`src/rtl/udma_rx_pkg.sv`:
```
package udma_rx_pkg;

  typedef enum logic [2:0] {
    ST_IDLE,
    ST_ACTIVE,
    ST_PAUSE,
    ST_TERM_WAIT,
    ST_DRQ_NEG,
    ST_WAIT_ACK,
    ST_CHECK
  } rxState_t;

  // strobes from control to datapath
  typedef struct packed {
    logic capture;
    logic latchCrc;
    logic checkCrc;
    logic clrErr;
  } dpCtl_t;

endpackage

```
`src/rtl/udma_rx_ctrl.sv`:
```
module udma_rx_ctrl
  import udma_rx_pkg::*;
#(
  parameter int T_RP        = 4,
  parameter int T_SR        = 3,
  parameter int PAUSE_WORDS = 3,
  parameter int TRAIL_NEAR  = 1,
  parameter int TRAIL_FAR   = 2
) (
  input  logic   clk,
  input  logic   rstN,
  input  logic   cmdStart,
  input  logic   xferReq,
  input  logic   termReq,
  input  logic   pauseReq,
  input  logic   dmackN,
  input  logic   hostStop,
  input  logic   strobeEdge,
  output logic   dmaReq,
  output logic   devReadyN,
  output logic   stopSeen,
  output dpCtl_t ctl
);

  localparam int TW = (T_RP < 2) ? 1 : $clog2(T_RP);
  localparam int SW = $clog2(T_SR + 1) + 1;
  localparam int MAXX = (PAUSE_WORDS > TRAIL_FAR) ? PAUSE_WORDS : TRAIL_FAR;
  localparam int EW = $clog2(MAXX + 1);
  localparam logic [TW-1:0] TMR_LAST = TW'(T_RP - 1);
  localparam logic [SW-1:0] SR_LIM   = SW'(T_SR);
  localparam logic [EW-1:0] PAUSE_LIM = EW'(PAUSE_WORDS);
  localparam logic [EW-1:0] NEAR_LIM  = EW'(TRAIL_NEAR);
  localparam logic [EW-1:0] FAR_LIM   = EW'(TRAIL_FAR);

  rxState_t state, nextState;
  logic [TW-1:0] tmr;
  logic [SW-1:0] sinceEdge;
  logic [EW-1:0] extraCnt, extraLim;
  logic gotWord, prevAckN;
  logic capEn, ackRise, nearEdge, burstStart, enterTerm, enterPause;

  assign ackRise  = dmackN & ~prevAckN;
  assign nearEdge = strobeEdge | (sinceEdge < SR_LIM);

  always_comb begin
    capEn = 1'b0;
    unique case (state)
      ST_ACTIVE:    capEn = 1'b1;
      ST_PAUSE:     capEn = (extraCnt < PAUSE_LIM);
      ST_TERM_WAIT: capEn = (extraCnt < extraLim);
      default:      capEn = 1'b0;
    endcase
  end

  always_comb begin
    nextState = state;
    unique case (state)
      ST_IDLE:
        if (xferReq && !dmackN) nextState = ST_ACTIVE;
      ST_ACTIVE:
        if (ackRise) nextState = ST_CHECK;
        else if (termReq && gotWord) nextState = ST_TERM_WAIT;
        else if (pauseReq) nextState = ST_PAUSE;
      ST_PAUSE:
        if (ackRise) nextState = ST_CHECK;
        else if (!pauseReq) nextState = ST_ACTIVE;
      ST_TERM_WAIT:
        if (ackRise) nextState = ST_CHECK;
        else if (tmr == TMR_LAST) nextState = ST_DRQ_NEG;
      ST_DRQ_NEG:
        if (ackRise) nextState = ST_CHECK;
        else if (hostStop) nextState = ST_WAIT_ACK;
      ST_WAIT_ACK:
        if (ackRise) nextState = ST_CHECK;
      ST_CHECK:
        nextState = ST_IDLE;
      default:
        nextState = ST_IDLE;
    endcase
  end

  assign burstStart = (state == ST_IDLE)   && (nextState == ST_ACTIVE);
  assign enterTerm  = (state == ST_ACTIVE) && (nextState == ST_TERM_WAIT);
  assign enterPause = (state == ST_ACTIVE) && (nextState == ST_PAUSE);

  always_comb begin
    ctl.capture  = capEn & strobeEdge;
    ctl.latchCrc = ackRise & (state != ST_IDLE) & (state != ST_CHECK);
    ctl.checkCrc = (state == ST_CHECK);
    ctl.clrErr   = cmdStart;
  end

  always_comb begin
    dmaReq = 1'b0;
    unique case (state)
      ST_IDLE:                           dmaReq = xferReq;
      ST_ACTIVE, ST_PAUSE, ST_TERM_WAIT: dmaReq = 1'b1;
      default:                           dmaReq = 1'b0;
    endcase
  end

  assign devReadyN = (state != ST_ACTIVE);

  always_ff @(posedge clk or negedge rstN) begin
    if (!rstN) begin
      state     <= ST_IDLE;
      tmr       <= '0;
      sinceEdge <= SR_LIM;
      extraCnt  <= '0;
      extraLim  <= FAR_LIM;
      gotWord   <= 1'b0;
      stopSeen  <= 1'b0;
      prevAckN  <= 1'b1;
    end else begin
      state    <= nextState;
      prevAckN <= dmackN;

      if (strobeEdge)             sinceEdge <= SW'(1);
      else if (sinceEdge < SR_LIM) sinceEdge <= sinceEdge + SW'(1);

      if (state == ST_TERM_WAIT) tmr <= tmr + TW'(1);
      else                       tmr <= '0;

      if (enterTerm || enterPause || state == ST_ACTIVE)
        extraCnt <= '0;
      else if (ctl.capture)
        extraCnt <= extraCnt + EW'(1);

      if (enterTerm) extraLim <= nearEdge ? NEAR_LIM : FAR_LIM;

      if (burstStart)                                 gotWord <= 1'b0;
      else if (ctl.capture && state == ST_ACTIVE)     gotWord <= 1'b1;

      if (burstStart) stopSeen <= 1'b0;
      else if (hostStop && (state == ST_DRQ_NEG || state == ST_WAIT_ACK))
        stopSeen <= 1'b1;
    end
  end

endmodule

```
`src/rtl/udma_rx_dp.sv`:
```
module udma_rx_dp
  import udma_rx_pkg::*;
#(
  parameter int DATA_W = 16
) (
  input  logic              clk,
  input  logic              rstN,
  input  dpCtl_t            ctl,
  input  logic              hostStrobe,
  input  logic [DATA_W-1:0] hostData,
  input  logic [DATA_W-1:0] devCrc,
  output logic              strobeEdge,
  output logic              wordValid,
  output logic [DATA_W-1:0] wordData,
  output logic [DATA_W-1:0] crcHost,
  output logic              crcValid,
  output logic              crcErr
);

  logic prevStrobe;
  logic crcMiss;

  assign strobeEdge = hostStrobe ^ prevStrobe;
  assign crcMiss    = (crcHost != devCrc);

  always_ff @(posedge clk or negedge rstN) begin
    if (!rstN) begin
      prevStrobe <= 1'b0;
      wordValid  <= 1'b0;
      wordData   <= '0;
    end else begin
      prevStrobe <= hostStrobe;
      wordValid  <= ctl.capture;
      if (ctl.capture) wordData <= hostData;
    end
  end

  always_ff @(posedge clk or negedge rstN) begin
    if (!rstN) begin
      crcHost  <= '0;
      crcValid <= 1'b0;
      crcErr   <= 1'b0;
    end else begin
      if (ctl.latchCrc) crcHost <= hostData;
      crcValid <= ctl.checkCrc;
      if (ctl.checkCrc && crcMiss) crcErr <= 1'b1;
      else if (ctl.clrErr)         crcErr <= 1'b0;
    end
  end

endmodule

```
`src/rtl/udma_rx_term.sv`:
```
module udma_rx_term
  import udma_rx_pkg::*;
#(
  parameter int DATA_W = 16,
  parameter int T_RP   = 4,
  parameter int T_SR   = 3
) (
  input  logic              clk,
  input  logic              rstN,
  input  logic              cmdStart,
  input  logic              xferReq,
  input  logic              termReq,
  input  logic              pauseReq,
  input  logic [DATA_W-1:0] devCrc,
  input  logic              dmackN,
  input  logic              hostStop,
  input  logic              hostStrobe,
  input  logic [DATA_W-1:0] hostData,
  output logic              dmaReq,
  output logic              devReadyN,
  output logic              stopSeen,
  output logic              wordValid,
  output logic [DATA_W-1:0] wordData,
  output logic [DATA_W-1:0] crcHost,
  output logic              crcValid,
  output logic              crcErr
);

  dpCtl_t ctl;
  logic   strobeEdge;

  udma_rx_ctrl #(.T_RP(T_RP), .T_SR(T_SR)) u_ctrl (
    .clk(clk), .rstN(rstN), .cmdStart(cmdStart), .xferReq(xferReq),
    .termReq(termReq), .pauseReq(pauseReq), .dmackN(dmackN),
    .hostStop(hostStop), .strobeEdge(strobeEdge), .dmaReq(dmaReq),
    .devReadyN(devReadyN), .stopSeen(stopSeen), .ctl(ctl)
  );

  udma_rx_dp #(.DATA_W(DATA_W)) u_dp (
    .clk(clk), .rstN(rstN), .ctl(ctl), .hostStrobe(hostStrobe),
    .hostData(hostData), .devCrc(devCrc), .strobeEdge(strobeEdge),
    .wordValid(wordValid), .wordData(wordData), .crcHost(crcHost),
    .crcValid(crcValid), .crcErr(crcErr)
  );

endmodule

```
`config.mk`:
```
export PLATFORM = sky130hd
export DESIGN_NAME = udma_rx_term
export DESIGN_NICKNAME = d
export VERILOG_FILES = /design/src/rtl/udma_rx_pkg.sv /design/src/rtl/udma_rx_ctrl.sv /design/src/rtl/udma_rx_dp.sv /design/src/rtl/udma_rx_term.sv
export SDC_FILE = /design/constraint.sdc
export NUM_CORES = 1
export LEC_CHECK = 0
export ABC_AREA = 1
export BUFFER_PORTS_ARGS = -buffer_cell sky130_fd_sc_hd__buf_2
export CAP_MARGIN = 20
export CORE_ASPECT_RATIO = 0.75
export CORE_UTILIZATION = 30
export DETAILED_ROUTE_END_ITERATION = 16
export PLACE_DENSITY_LB_ADDON = 0.25
export RECOVER_POWER = 25
export SLEW_MARGIN = 30
export SYNTH_ARGS = -nofsm -noshare
export SYNTH_HDL_FRONTEND = slang
export SYNTH_SLANG_ARGS = --single-unit
```
`constraint.sdc`:
```
create_clock -name clk -period 3.1 [get_ports clk]
set_input_delay 0.155 -clock clk [delete_from_list [all_inputs] [get_ports clk]]
set_output_delay 0.155 -clock clk [all_outputs]
set_load 0.02 [all_outputs]
```
==> results.txt <==
----------------------------------------------------
[Clock tree]
  CTS Hold Bufs ... 2
  CTS-repair resized insts ... 0
  Root buffer selected by CTS ... clkbuf_8
  Max clock buf depth ... 2
  Setup fix buffers added after clock tree synthesis ... 0
  TritonCTS clock tree ... yes
  CTS buffer count ... 5
  Clock transition at the register clock pins on the worst setup and hold paths after CTS ... 90 ps
  Worst-Skew Late Latency ... 300 ps
  H-tree levels ... 2
  Number of clock sinks ... 51

[Global route]
  Global route overflow ... 0
  Vias in the first global route ... 1859
  First-pass GRT wire length ... 9073 um
  Pin count of the biggest net entering global routing ... 42
  Number of antenna violations at the first check in global routing ... 0
  Tot GR Track Use ... 13.79%

[Cells and area]
  Synth-to-Final Area Change ... 25.82%
  Net total in the final layout ... 403
  Share of post-route cells with drive strength above 1 ... 30.92%
  Antenna diode count ... 0
  Fraction of the core area covered by cells at the end of the flow ... 38.90%
  Fin area ... 0.003067 mm2
  Number of filler instances in the final layout ... 842

[Worst setup path]
  Reg2Reg Depth ... 8
  Worst reg2reg path startpoint ... u_ctrl.extraLim[1]$_DFFE_PN1P_
  Peak fanout along the critical path ... 35
  Worst EP required ... 3290 ps
  CP cell instances ... inv_1 > ha_1 > a21oi_1 > nand2_1 > nand2_1 > nand2_4 > o21ai_0 > nor2_1
  Critical register-to-register path endpoint ... u_ctrl.extraCnt[1]$_DFFE_PN0P_
  Slack of the worst reg-to-reg path ... 1280 ps
  Crit path max-delay cell type ... dfstp_2
  Arrival time worst endpoint ... 2010 ps
  Beginning of the critical path ... u_ctrl.extraLim[1]$_DFFE_PN1P_
  Largest incremental delay on the critical path ... 540 ps
  Most used cell along the critical path ... nand2_1
  Worst Setup Path Type ... register to register
  Sort of element at the start of the critical path ... register
  Critical Path End Type ... register

[Yosys]
  Largest family of logic cells by synthesized area ... simple AND/OR/NAND/NOR gates
  Synthesized area divided by synthesized cell count ... 8.863 um2
  Share of synthesized area spent on multiplexers ... 0%
  Post-synthesis compound-gate area fraction ... 11.45%
  Simple-gate area share of the yosys netlist ... 19.92%
  Number of distinct library cells after synthesis ... 25
  Synthesized instance count ... 275
  Post-Synthesis Net Count ... 320
  Yosys reg bits ... 51
  Synthesized cell area ... 0.002437 mm2
  Syn. warnings ... 0
  Post-Synth XOR/XNOR Area ... 6.109%
  Adder and majority gate portion of the synthesized area ... 2.053%
  Post-synthesis sequential area ratio ... 52.57%

[Power and ir drop]
  VDD IR-drop max ... 0.0003251 V
  Leak pwr ... 0.001618 uW
  Pwr/cell area ... 972.1 mW/mm2
  Tot Pwr ... 2981 uW

[Floorplanning]
  Area enclosed by the die boundary ... 0.008493 mm2
  Ports placed on the boundary ... 79
  X dimension of the die ... 106.1 um
  Effective utilization at floorplan ... 30.92%
  Vertical die dimension ... 80.06 um
  Area of the core ... 0.007883 mm2
  Total number of placement rows ... 28

[STA]
  Actual transition at the worst max-transition pin ... 533.1 ps
  Tightest hold margin ... 91.49 ps
  Total setup violations reported at the end of the flow ... 0
  Rel. slew slack ... 64.46%
  Final critical-path share of the clock period ... 58.87%
  Final Hold Violating Endpoints ... 0
  Setup clock skew after layout ... 10.17 ps
  Number of max-slew violations in the final report ... 0
  Minimum clock period after layout ... 1825 ps
  Upper clock frequency limit ... 548.0 MHz
  Unrepaired setup endpoints after global routing ... false
  Total Neg Setup Slack ... 0 ps

[Drt]
  Total Routed Length ... 5562 um
  Antenna Violating Nets Remaining ... 0
  DRC violation count after routing ... 0
  Via density per instance ... 4.369
  Number of iterations in the first detailed-routing pass ... 4
  Total number of vias ... 2027
  Initial drt markers ... 85
  Mean routed wirelength per cell ... 11.99 um

[Place]
  Post-placement cell area ... 0.002917 mm2
  Quantity of I/O buffers inserted on ports ... 78
  Final weighted congestion in routability-driven placement ... 0.8645
  Detailed-placement wirelength estimate ... 4197 um

[Min path]
  Number of cells on the worst hold path ... 4
  Startpoint of the most critical hold path ... cmdStart
  Class of the worst hold path ... input pin to register
  Hold Crit Endpoint ... u_dp.crcErr$_DFFE_PN0P_

[Status]
  Result of the run ... finished, final reports clean

[Flow run]
  Max_cap viols ... 0

----------------------------------------------------
[layer usage]
metal  routed length, um  vias up  part of all wire [%]  GRT usage [%]
met5                   0        -                     0              0
met4                  52        0                  0.93          3.889
met3                 249        4                   4.5          2.922
met2                2362       61                    42          20.52
met1                2898      925                    52          20.11
li1                    -     1037                     -              -
[synthesized netlist by cell type]
master	instances	area, um2
a21oi_1	7	35.03
a21oi_2	1	8.760
buf_2	1	5.000
buf_4	3	22.52
buf_6	2	22.52
dfrtp_1	47	1176
dfstp_2	4	105.1
ha_1	4	50.05
inv_1	35	131.4
inv_2	3	11.26
nand2_1	68	255.2
nand2_2	1	6.260
nand2_4	1	11.26
nand3_1	7	35.03
nand3_2	1	10.01
nand4_1	7	43.79
nor2_1	22	82.58
nor2_2	1	6.260
nor3_1	1	5.000
nor3_2	3	30.03
o211ai_1	1	7.510
o21ai_0	17	85.08
o21ai_1	11	55.05
o21ai_2	10	87.58
xnor2_1	17	148.9
[report_power, final]
part / total, uW / leakage (uW) / internal [uW] / switching [uW]
Clock: 473 / 0.0000612 / 261 / 211
Sequential: 1180 / 0.000635 / 952 / 228
Combinational: 1330 / 0.000922 / 479 / 849
Total: 2980 / 0.00162 / 1690 / 1290
[cells by family (layout without fill, tap and decap cells)]
| family | after synthesis | after routing |
|---|---|---|
| AO/OA/AOI/OAI | 47 | 47 |
| buffers and inverters | 44 | 128 |
| adder cells (fa/ha/maj) | 4 | 4 |
| XOR/XNOR | 17 | 17 |
| AND/OR/NAND/NOR | 112 | 112 |
| flip-flops | 51 | 51 |
[registers in the layout, indices dropped and copies added (netlist names)]
signal            cells
u_dp.wordValid        1
u_dp.wordData        16
u_dp.prevStrobe       1
u_ctrl.gotWord        1
u_ctrl.extraCnt       2
u_ctrl.tmr            2
u_ctrl.sinceEdge      3
u_dp.crcValid         1
u_ctrl.prevAckN       1
u_dp.crcErr           1
u_ctrl.stopSeen       1
u_ctrl.extraLim       2
u_dp.crcHost         16
u_ctrl.state          3
[layout make-up]
type	instances	area [um2]	share of cell area (%)
clock buffers	6	82.58	2.693
clock inverters	2	35.03	1.142
inverters	38	142.6	4.651
multi-input cells	180	965.9	31.50
flip-flops and latches	51	1281	41.78
well taps	105	131.4	4.284
repair buffers	82	427.9	13.95
[critical path, delay by kind of cell (launching register included)]
family          cells  cell delay [ps]
fa+ha+maj           1              280
compound gates      2              390
flops               1              540
buf+inv             1               40
simple gates        4              470
[placed cells by master (no fill, tap or decap), drive strengths merged]
master | synthesis | routed
nand4 | 7 | 7
nand3 | 8 | 8
clkbuf | 0 | 8
clkinv | 0 | 1
bufinv | 0 | 1
xnor2 | 17 | 17
a21oi | 8 | 8
o211ai | 1 | 1
dfrtp | 47 | 47
buf | 6 | 77
ha | 4 | 4
nor2 | 23 | 23
nand2 | 70 | 70
nor3 | 4 | 4
dlygate4sd3 | 0 | 3
o21ai | 38 | 38
inv | 38 | 38
dfstp | 4 | 4
[worst max path at each step]
stage | endpoint | slack [ps]
floorplan | u_dp.wordData[0]$_DFFE_PN0P_ | 1540
global placement | u_ctrl.extraCnt[1]$_DFFE_PN0P_ | 1290
detailed placement | u_dp.crcHost[9]$_DFFE_PN0P_ | 1260
CTS | u_dp.crcHost[5]$_DFFE_PN0P_ | 1250
global route | u_ctrl.extraCnt[1]$_DFFE_PN0P_ | 1120
finish | u_ctrl.extraCnt[1]$_DFFE_PN0P_ | 1280
[metrics by stage]
step	setup WS, ps	cells
3_5_place_dp	1264	453
2_1_floorplan	1541	275
6_report	1275	464
3_3_place_gp	1288	453
5_1_grt	1122	464
4_1_cts	1247	463
(Power assumes the default switching activity.)
